**src/rtl/rtc_pkg.sv**
```systemverilog
package rtc_pkg;

    localparam int ADR_W   = 3;
    localparam int DATA_W  = 8;
    localparam int SEC_W   = 6;
    localparam int MIN_W   = 6;
    localparam int HR_W    = 5;
    localparam int DAY_W   = 5;
    localparam int MON_W   = 4;
    localparam int YR_W    = 7;

    localparam int SEC_LAST  = 59;
    localparam int MIN_LAST  = 59;
    localparam int HR24_LAST = 23;
    localparam int HR12_TOP  = 12;
    localparam int HR12_PRE  = 11;
    localparam int MON_LAST  = 12;
    localparam int YR_LAST   = 99;
    localparam int LEAP_STEP = 4;

    localparam logic [ADR_W-1:0] AD_SEC  = 3'd0;
    localparam logic [ADR_W-1:0] AD_MIN  = 3'd1;
    localparam logic [ADR_W-1:0] AD_HOUR = 3'd2;
    localparam logic [ADR_W-1:0] AD_DAY  = 3'd3;
    localparam logic [ADR_W-1:0] AD_MON  = 3'd4;
    localparam logic [ADR_W-1:0] AD_YEAR = 3'd5;
    localparam logic [ADR_W-1:0] AD_CTRL = 3'd6;

    localparam int CB_RUN  = 7;
    localparam int CB_H24  = 6;
    localparam int CB_PM   = 5;
    localparam int CB_SRST = 4;
    localparam int CB_OE   = 1;
    localparam int CB_AADJ = 0;

    // Last day number of a month, given the leap flag
    function automatic logic [DAY_W-1:0] month_len(input logic [MON_W-1:0] mon,
                                                   input logic leap);
        logic [DAY_W-1:0] n;
        case (mon)
            MON_W'(2):                                    n = leap ? DAY_W'(29) : DAY_W'(28);
            MON_W'(4), MON_W'(6), MON_W'(9), MON_W'(11):  n = DAY_W'(30);
            default:                                      n = DAY_W'(31);
        endcase
        return n;
    endfunction

endpackage

```
**src/rtl/rtc_ctrl_reg.sv**
```systemverilog
module rtc_ctrl_reg
    import rtc_pkg::*;
(
    input  logic              clk,
    input  logic              rst_n,
    input  logic              tick,
    input  logic              wr_en,
    input  logic [DATA_W-1:0] wdata,
    input  logic              pm_flip,
    output logic              run,
    output logic              hr24,
    output logic              pm,
    output logic              srst,
    output logic              oe,
    output logic              aadj,
    output logic              busy,
    output logic              evt
);

    typedef struct packed {
        logic run;
        logic hr24;
        logic pm;
        logic srst;
        logic oe;
        logic aadj;
        logic tick_seen;
        logic pend;
        logic evt;
    } ctrl_st_t;

    ctrl_st_t st_d, st_q;

    always_comb begin
        st_d           = st_q;
        st_d.tick_seen = tick;
        // one update per rising tick edge, only while running
        st_d.pend      = tick & ~st_q.tick_seen & st_q.run & ~st_q.srst;
        // event follows the busy cycle when enabled
        st_d.evt       = st_q.pend & st_q.oe;
        if (pm_flip) begin
            st_d.pm = ~st_q.pm;
        end
        if (wr_en) begin
            // bits 3 and 2 are not stored
            st_d.run  = wdata[CB_RUN];
            st_d.hr24 = wdata[CB_H24];
            st_d.pm   = wdata[CB_PM];
            st_d.srst = wdata[CB_SRST];
            st_d.oe   = wdata[CB_OE];
            st_d.aadj = wdata[CB_AADJ];
        end
        // soft reset clears p.m. and cancels a pending update
        if (st_d.srst) begin
            st_d.pm   = 1'b0;
            st_d.pend = 1'b0;
        end
    end

    always_ff @(posedge clk or negedge rst_n) begin
        if (!rst_n) begin
            st_q <= '0;
        end else begin
            st_q <= st_d;
        end
    end

    assign run  = st_q.run;
    assign hr24 = st_q.hr24;
    assign pm   = st_q.pm;
    assign srst = st_q.srst;
    assign oe   = st_q.oe;
    assign aadj = st_q.aadj;
    assign busy = st_q.pend;
    assign evt  = st_q.evt;

endmodule

```
**src/rtl/rtc_time_chain.sv**
```systemverilog
module rtc_time_chain
    import rtc_pkg::*;
(
    input  logic              clk,
    input  logic              rst_n,
    input  logic              adv,
    input  logic              srst,
    input  logic              hr24,
    input  logic              pm,
    input  logic              wr_en,
    input  logic [ADR_W-1:0]  wr_addr,
    input  logic [DATA_W-1:0] wdata,
    output logic [SEC_W-1:0]  sec,
    output logic [MIN_W-1:0]  min,
    output logic [HR_W-1:0]   hour,
    output logic              pm_flip,
    output logic              day_carry
);

    typedef struct packed {
        logic [SEC_W-1:0] sec;
        logic [MIN_W-1:0] min;
        logic [HR_W-1:0]  hour;
    } time_st_t;

    time_st_t st_d, st_q;
    logic     sec_wrap, min_wrap, hour_roll;
    logic     at_day_end;
    logic [HR_W-1:0] hour_next;
    logic [HR_W-1:0] hour_init;

    always_comb begin
        sec_wrap  = (st_q.sec == SEC_W'(SEC_LAST));
        min_wrap  = (st_q.min == MIN_W'(MIN_LAST));
        hour_roll = adv & sec_wrap & min_wrap;
        hour_init = hr24 ? '0 : HR_W'(HR12_TOP);
        // hour sequence per format
        if (hr24 && st_q.hour == HR_W'(HR24_LAST)) begin
            hour_next = '0;
        end else if (!hr24 && st_q.hour == HR_W'(HR12_TOP)) begin
            hour_next = HR_W'(1);
        end else begin
            hour_next = st_q.hour + HR_W'(1);
        end
        at_day_end = hr24 ? (st_q.hour == HR_W'(HR24_LAST))
                          : (st_q.hour == HR_W'(HR12_PRE) && pm);
        pm_flip    = hour_roll & ~hr24 & (st_q.hour == HR_W'(HR12_PRE));
        day_carry  = hour_roll & at_day_end;

        st_d = st_q;
        if (srst) begin
            // held at the start of day
            st_d.sec  = '0;
            st_d.min  = '0;
            st_d.hour = hour_init;
        end else if (adv) begin
            // seconds, minutes, hours carry chain
            st_d.sec = sec_wrap ? '0 : st_q.sec + SEC_W'(1);
            if (sec_wrap) begin
                st_d.min = min_wrap ? '0 : st_q.min + MIN_W'(1);
            end
            if (hour_roll) begin
                st_d.hour = hour_next;
            end
        end else if (wr_en) begin
            case (wr_addr)
                AD_SEC:  st_d.sec  = wdata[SEC_W-1:0];
                AD_MIN:  st_d.min  = wdata[MIN_W-1:0];
                AD_HOUR: st_d.hour = wdata[HR_W-1:0];
                default: ;
            endcase
        end
    end

    always_ff @(posedge clk or negedge rst_n) begin
        if (!rst_n) begin
            st_q.sec  <= '0;
            st_q.min  <= '0;
            st_q.hour <= HR_W'(HR12_TOP);
        end else begin
            st_q <= st_d;
        end
    end

    assign sec  = st_q.sec;
    assign min  = st_q.min;
    assign hour = st_q.hour;

endmodule

```
**src/rtl/rtc_date_chain.sv**
```systemverilog
module rtc_date_chain
    import rtc_pkg::*;
(
    input  logic              clk,
    input  logic              rst_n,
    input  logic              day_carry,
    input  logic              srst,
    input  logic              wr_en,
    input  logic [ADR_W-1:0]  wr_addr,
    input  logic [DATA_W-1:0] wdata,
    output logic [DAY_W-1:0]  day,
    output logic [MON_W-1:0]  mon,
    output logic [YR_W-1:0]   year,
    output logic              leap
);

    typedef struct packed {
        logic [DAY_W-1:0] day;
        logic [MON_W-1:0] mon;
        logic [YR_W-1:0]  year;
    } date_st_t;

    date_st_t st_d, st_q;
    logic     month_end, year_end;

    always_comb begin
        // leap when the year is a multiple of four
        leap      = ((st_q.year % YR_W'(LEAP_STEP)) == '0);
        // month length from month and leap flag
        month_end = (st_q.day == month_len(st_q.mon, leap));
        year_end  = (st_q.mon == MON_W'(MON_LAST));

        st_d = st_q;
        if (srst) begin
            st_d.day  = DAY_W'(1);
            st_d.mon  = MON_W'(1);
            st_d.year = '0;
        end else if (day_carry) begin
            if (month_end) begin
                st_d.day = DAY_W'(1);
                if (year_end) begin
                    st_d.mon  = MON_W'(1);
                    st_d.year = (st_q.year == YR_W'(YR_LAST)) ? '0 : st_q.year + YR_W'(1);
                end else begin
                    st_d.mon = st_q.mon + MON_W'(1);
                end
            end else begin
                st_d.day = st_q.day + DAY_W'(1);
            end
        end else if (wr_en) begin
            case (wr_addr)
                AD_DAY:  st_d.day  = wdata[DAY_W-1:0];
                AD_MON:  st_d.mon  = wdata[MON_W-1:0];
                AD_YEAR: st_d.year = wdata[YR_W-1:0];
                default: ;
            endcase
        end
    end

    always_ff @(posedge clk or negedge rst_n) begin
        if (!rst_n) begin
            st_q.day  <= DAY_W'(1);
            st_q.mon  <= MON_W'(1);
            st_q.year <= '0;
        end else begin
            st_q <= st_d;
        end
    end

    assign day  = st_q.day;
    assign mon  = st_q.mon;
    assign year = st_q.year;

endmodule

```
**src/rtl/rtc_calendar.sv**
```systemverilog
module rtc_calendar
    import rtc_pkg::*;
(
    input  logic              clk,
    input  logic              rst_n,
    input  logic              tick,
    input  logic              reg_wr,
    input  logic [ADR_W-1:0]  reg_addr,
    input  logic [DATA_W-1:0] reg_wdata,
    output logic [DATA_W-1:0] reg_rdata,
    output logic              busy,
    output logic              evt_out
);

    logic              run, hr24, pm, srst, oe, aadj;
    logic              pm_flip, day_carry, leap;
    logic              ctrl_we, time_we;
    logic [SEC_W-1:0]  sec_v;
    logic [MIN_W-1:0]  min_v;
    logic [HR_W-1:0]   hour_v;
    logic [DAY_W-1:0]  day_v;
    logic [MON_W-1:0]  mon_v;
    logic [YR_W-1:0]   year_v;

    assign ctrl_we = reg_wr & (reg_addr == AD_CTRL);
    // time fields are locked during an update and under soft reset
    assign time_we = reg_wr & ~busy & ~srst;

    rtc_ctrl_reg u_ctrl (
        .clk     (clk),
        .rst_n   (rst_n),
        .tick    (tick),
        .wr_en   (ctrl_we),
        .wdata   (reg_wdata),
        .pm_flip (pm_flip),
        .run     (run),
        .hr24    (hr24),
        .pm      (pm),
        .srst    (srst),
        .oe      (oe),
        .aadj    (aadj),
        .busy    (busy),
        .evt     (evt_out)
    );

    rtc_time_chain u_time (
        .clk       (clk),
        .rst_n     (rst_n),
        .adv       (busy),
        .srst      (srst),
        .hr24      (hr24),
        .pm        (pm),
        .wr_en     (time_we),
        .wr_addr   (reg_addr),
        .wdata     (reg_wdata),
        .sec       (sec_v),
        .min       (min_v),
        .hour      (hour_v),
        .pm_flip   (pm_flip),
        .day_carry (day_carry)
    );

    rtc_date_chain u_date (
        .clk       (clk),
        .rst_n     (rst_n),
        .day_carry (day_carry),
        .srst      (srst),
        .wr_en     (time_we),
        .wr_addr   (reg_addr),
        .wdata     (reg_wdata),
        .day       (day_v),
        .mon       (mon_v),
        .year      (year_v),
        .leap      (leap)
    );

    always_comb begin
        case (reg_addr)
            AD_SEC:  reg_rdata = DATA_W'(sec_v);
            AD_MIN:  reg_rdata = DATA_W'(min_v);
            AD_HOUR: reg_rdata = DATA_W'(hour_v);
            AD_DAY:  reg_rdata = DATA_W'(day_v);
            AD_MON:  reg_rdata = DATA_W'(mon_v);
            AD_YEAR: reg_rdata = DATA_W'(year_v);
            AD_CTRL: reg_rdata = {run, hr24, pm, srst, 1'b0, leap, oe, aadj};
            default: reg_rdata = '0;
        endcase
    end

endmodule

```
**config.mk**
```make
export PLATFORM = sky130hd
export DESIGN_NAME = rtc_calendar
export DESIGN_NICKNAME = d
export VERILOG_FILES = /design/src/rtl/rtc_pkg.sv /design/src/rtl/rtc_ctrl_reg.sv /design/src/rtl/rtc_time_chain.sv /design/src/rtl/rtc_date_chain.sv /design/src/rtl/rtc_calendar.sv
export SDC_FILE = /design/constraint.sdc
export NUM_CORES = 1
export LEC_CHECK = 0
export BUFFER_PORTS_ARGS = -buffer_cell sky130_fd_sc_hd__buf_2
export CORE_UTILIZATION = 60
export DETAILED_ROUTE_END_ITERATION = 12
export PLACE_DENSITY = 0.8
export SKIP_CTS_REPAIR_TIMING = 1
export SYNTH_ARGS = -nofsm -noshare
export SYNTH_HDL_FRONTEND = slang
export SYNTH_SLANG_ARGS = --single-unit
```
**constraint.sdc**
```tcl
create_clock -name clk -period 3.4 [get_ports clk]
set_input_delay 0.85 -clock clk [delete_from_list [all_inputs] [get_ports clk]]
set_output_delay 0.85 -clock clk [all_outputs]
set_load 0.1 [all_outputs]
```
### Yosys cells after proc, flatten, opt, wreduce, memory -nomap -nowiden

Cells that the tools add are included.
W data, S select, Z words.

* word-level logic and storage cells: 115
* output and inout bits: 10
* flip-flop bits (word level): 42

* mux-type cells: 32
* add/sub/neg operators: 6
* reduce and logical (&&, ||, !) cells: 22
* bitwise logic cells: 17
* equality and inequality tests: 23

Operator list (number)
* $pmux W8 S7: 1
* $mux W17: 3
* $mux W16: 3
* $mux W5: 6
* $mux W6: 5
* $reduce_bool A3 Y1: 9
* $mux W7: 3
* $mux W4: 4
* $add A6 B1 Y6 const B: 2
* $and A1 B1 Y1: 12
* $eq A4 B4 Y1 const B: 3
* $eq A6 B6 Y1 const B: 2
* $ne A3 B1 Y1 const B: 4
* $mux W11: 1
* $add A5 B1 Y5 const B: 2
* $eq A5 B4 Y1 const B: 2
* $pmux W5 S2: 1
* $eq A3 B3 Y1 const B: 3
* $reduce_and A3 Y1: 3
* $eq A4 B3 Y1 const B: 2
* $add A7 B1 Y7 const B: 1
* $eq A7 B7 Y1 const B: 1
* $logic_not A7 Y1: 1
* $eq A3 B2 Y1 const B: 2
* 13 further kinds: 24

### Longest topological paths before layout

* depth after elaboration: 8
* depth in mapped cells: 9
* mapped depth without buffers: 8

### Cells and area by module

From an unflattened synthesis, not the netlist that was laid out.

* cells, all modules: 362
* area total of the unflattened synthesis: 3285.7 um^2

Modules (own cells, without submodules)
* rtc_date_chain: instances 1, area each 1296.2 um^2, sequential area each 402.9 um^2, cells an instance 153
* rtc_time_chain: instances 1, area each 1265.0 um^2, sequential area each 427.9 um^2, cells an instance 145
* rtc_calendar: instances 1, area each 366.6 um^2, sequential area each 0.0 um^2, cells an instance 43
* rtc_ctrl_reg: instances 1, area each 357.8 um^2, sequential area each 225.2 um^2, cells an instance 21

### Worst setup path before layout

Ideal clock, no wire load.

* kind: input to output
* start point: in reg_addr[2]
* end point: out reg_rdata[5]
* stages: 5
* path buffers: 3
* setup slack: -1328 ps
* data arrival time: 3878 ps
* required time: 2550 ps
* path through: clkbuf_1 > clkbuf_1 > clkbuf_1 > a31oi_1 > o21ai_0

* cells in the longest elaborated chain, start to end: 2
* elaborated cells on any way between the ends: 8
* those cells by class: eq/ne: 6; mux: 1; reduce/logical: 1

Ends and longest elaborated chain
* start: declaration: RTL line rtc_calendar.sv:8 `input logic [ADR_W-1:0] reg_addr,`
* $eq A3 B3 Y1 (tied with other cells): RTL line rtc_calendar.sv:78 `case (reg_addr)`
* $pmux W8 S7 *: RTL line rtc_calendar.sv:78
* end: declaration: RTL line rtc_calendar.sv:10 `output logic [DATA_W-1:0] reg_rdata,`

Mark *: on every way between the ends. The rest lies on a longest branch, timed or not.

### Worst setup path after layout

* start point: in reg_addr[0]
* end point: out reg_rdata[3]

Same word-level chain as after synthesis.

==> metrics <==
CP endpoint kind=primary output; mean area per synthesized cell=8.182 um2; DR vias/cell=6.990; Synth Register Bits=42; Comb power frac=0.355; Wirelength per Cell=19.85 um; synth top area cells=dfrtp_1, a21oi_1, nand2_1; Worst EP required=2.55 ns; fraction of the cycle the final worst path needs=0.9216; DPL Wire Length=6667 um; worst slew pin tran=1.169 ns; Cell Area, Synth=3216 um2; mux contribution to synthesized area=0.03735; most frequent cells in the layout=nand2_1, dfrtp_1, a21oi_1; Tmin final=3.134 ns; met3 Use GR=0.08032; dpl ws=0.2750 ns; R2R Setup Slk=0.67 ns; number of global-route vias before repair=3073; peak supply drop=0.2939 mV; clock buffer depth=2; status=finished, final reports clean; Synth Area in Simple Gates=0.2222; input/output buffers=24; Critical Path AT=2.28 ns; Area growth syn-to-layout=13.35%; RR Startpoint=u_time.min[0]$_DFFE_PN0P_; Iter 0 DRT Violations=422; number of flops mapped to enable cells by yosys=0; most common cell after layout, fill and taps aside=nand2_1; Critical Path Fanout Max=19; Adder-Cell Fraction of Synth Area=0.04280; design area=3645 um2; layout cells sized above 1=0.1351; TritonCTS buffer count=5; Compound-Gate Fraction of Synth Area=0.2957; Post-synth top flop=dfrtp_1; # H-tree levels=2; Worst Setup EP=reg_rdata[3]; DIE HEIGHT=75.21 um; Syn Inst Count=393; FMAX=0.3191 GHz; Post-DP Area=3500 um2; Die Wd=75.21 um; met1 usage=0.4818; largest family of logic cells by synthesized area=compound AO/OA/AOI/OAI gates; Seq pwr share=0.401; Core Rows=26; critical path launch point=reg_addr[0]; setup violators final=0; final hold violation count=0; Vias=3341; Reg2Reg Depth=8; Placed Instances=469; GR peak layer=met2; Clock transition at path regs=0.08 ns; Final ANT Viol Nets=0; Setup Skew=0.008730 ns; sequential area share after synthesis=0.3284; leakage power=1.546 nW; All-Layer GR Usage=0.3630; Yosys cell types=69; CTS tree=yes; startpoint types=input pin; critical path type=in2out; Tot Pwr=2.055 mW; top-area cell type share of the netlist area=0.2957; pwr dens=563.8 nW/um2; final core occ=0.7091; Remaining DRCs=0; CORE AREA=5140 um2; largest net degree at the start of global routing=43; Placer Congestion=0.9051; area of the die=5656 um2; IO Pins=25; Clock Sinks=42; post-synthesis xor/xnor area fraction=0.01907; Routed WL=9490 um; clock network fraction of total power=0.244; internal power=1.212 mW; Worst Slack Setup Final=0.2664 ns; non-filler cells, final=478; Yosys warnings=0; max-cap viol count=0; Switch Pwr=0.8429 mW; post-synth top area cell=dfrtp_1; global route overflow=0; syn nets=419; Worst Hold Class=reg2reg; Pre-antenna DRT Iters=6; met2 usage=0.5796; Final Slew Violations=0; Starting Density=0.6256; initial antenna violation count=0; async set or reset register ratio after synthesis=1.000; Worst slew margin=0.2144; root buffer cell=clkbuf_8; RSZ-0062 raised after global routing=no; Nets=432; first-pass GRT wire length=15140 um; Clock Latency Late Sink=0.31 ns; switch share=0.4102; worst reg2reg path endpoint=u_date.year[3]$_DFFE_PN0P_
-- how the worst min path moves through the flow --
stage	start	end	cells after the start
after floorplan	u_ctrl.aadj$_DFFE_PN0P_	u_ctrl.aadj$_DFFE_PN0P_	2
after global placement	u_ctrl.aadj$_DFFE_PN0P_	u_ctrl.aadj$_DFFE_PN0P_	2
after detailed placement	u_ctrl.aadj$_DFFE_PN0P_	u_ctrl.aadj$_DFFE_PN0P_	2
after CTS	u_ctrl.aadj$_DFFE_PN0P_	u_ctrl.aadj$_DFFE_PN0P_	2
after global routing	u_ctrl.aadj$_DFFE_PN0P_	u_ctrl.aadj$_DFFE_PN0P_	2
final	u_ctrl.aadj$_DFFE_PN0P_	u_ctrl.aadj$_DFFE_PN0P_	2
-- cell families after synthesis --
group	Yosys count
mux	10
xor+xnor	7
simple gates	139
buf+inv	45
fa+ha+maj	11
flops	42
compound gates	139
-- per-stage QoR --
stage                     hold slack, ns  TNS [ns]
after floorplan                   0.4460    -2.774
after global placement            0.4645         0
after detailed placement          0.4822         0
after CTS                         0.5035         0
after global routing              0.5149         0
final                             0.5046         0
-- sequential cells by signal, indices dropped and copies added, names as in the netlist --
| register | count |
|---|---|
| u_time.hour | 5 |
| u_time.sec | 6 |
| u_time.min | 6 |
| u_ctrl.srst | 1 |
| u_ctrl.run | 1 |
| u_ctrl.evt | 1 |
| u_date.mon | 4 |
| u_ctrl.pm | 1 |
| u_ctrl.busy | 1 |
| u_date.day | 5 |
| u_ctrl.aadj | 1 |
| u_date.year | 7 |
| u_ctrl.oe | 1 |
| u_ctrl.st_q | 1 |
| u_ctrl.hr24 | 1 |
-- critical path: stages --
cell     delay [ns]
buf_2          0.33
mux4_1         0.60
nand2_1        0.10
o31ai_2        0.08
buf_2          0.31
-- cell usage after synthesis, types with 6 or more instances --
library cell / instances
nand4_1: 6
inv_1: 19
o21ai_0: 26
o31ai_1: 11
nor3_1: 7
and3_1: 6
nand2_1: 45
mux2i_1: 6
dfrtp_1: 38
ha_1: 11
clkbuf_1: 19
nor2b_1: 6
nand3_1: 15
a31oi_1: 10
nor2_1: 24
a21oi_1: 34
a311oi_1: 7
-- power by group through the flow --
stage / Clock [mW] / Combinational [mW] / Sequential (mW)
finish: 0.500 / 0.730 / 0.824
global route: 0.517 / 0.796 / 0.841
CTS: 0.498 / 0.720 / 0.812
detailed placement: 0 / 0.715 / 0.821
global placement: 0 / 0.694 / 0.819
floorplan: 0 / 0.562 / 0.736
-- per-layer routing --
layer	vias up	share of wire
met5	-	0
met2	221	0.46
met3	45	0.11
li1	1504	-
met4	0	0.039
met1	1571	0.40
-- cell type report --
cell class | instances | area (um2)
inverter | 20 | 75.07
sequential | 42 | 1056
clock buffer | 6 | 82.58
clock inverter | 2 | 60.06
tap | 70 | 87.58
fill | 425 | 1495
timing repair buffer | 31 | 277.8
antenna | 1 | 2.502
multi-input combinational | 306 | 2003
Note: power is estimated with default switching activity, not from simulation.
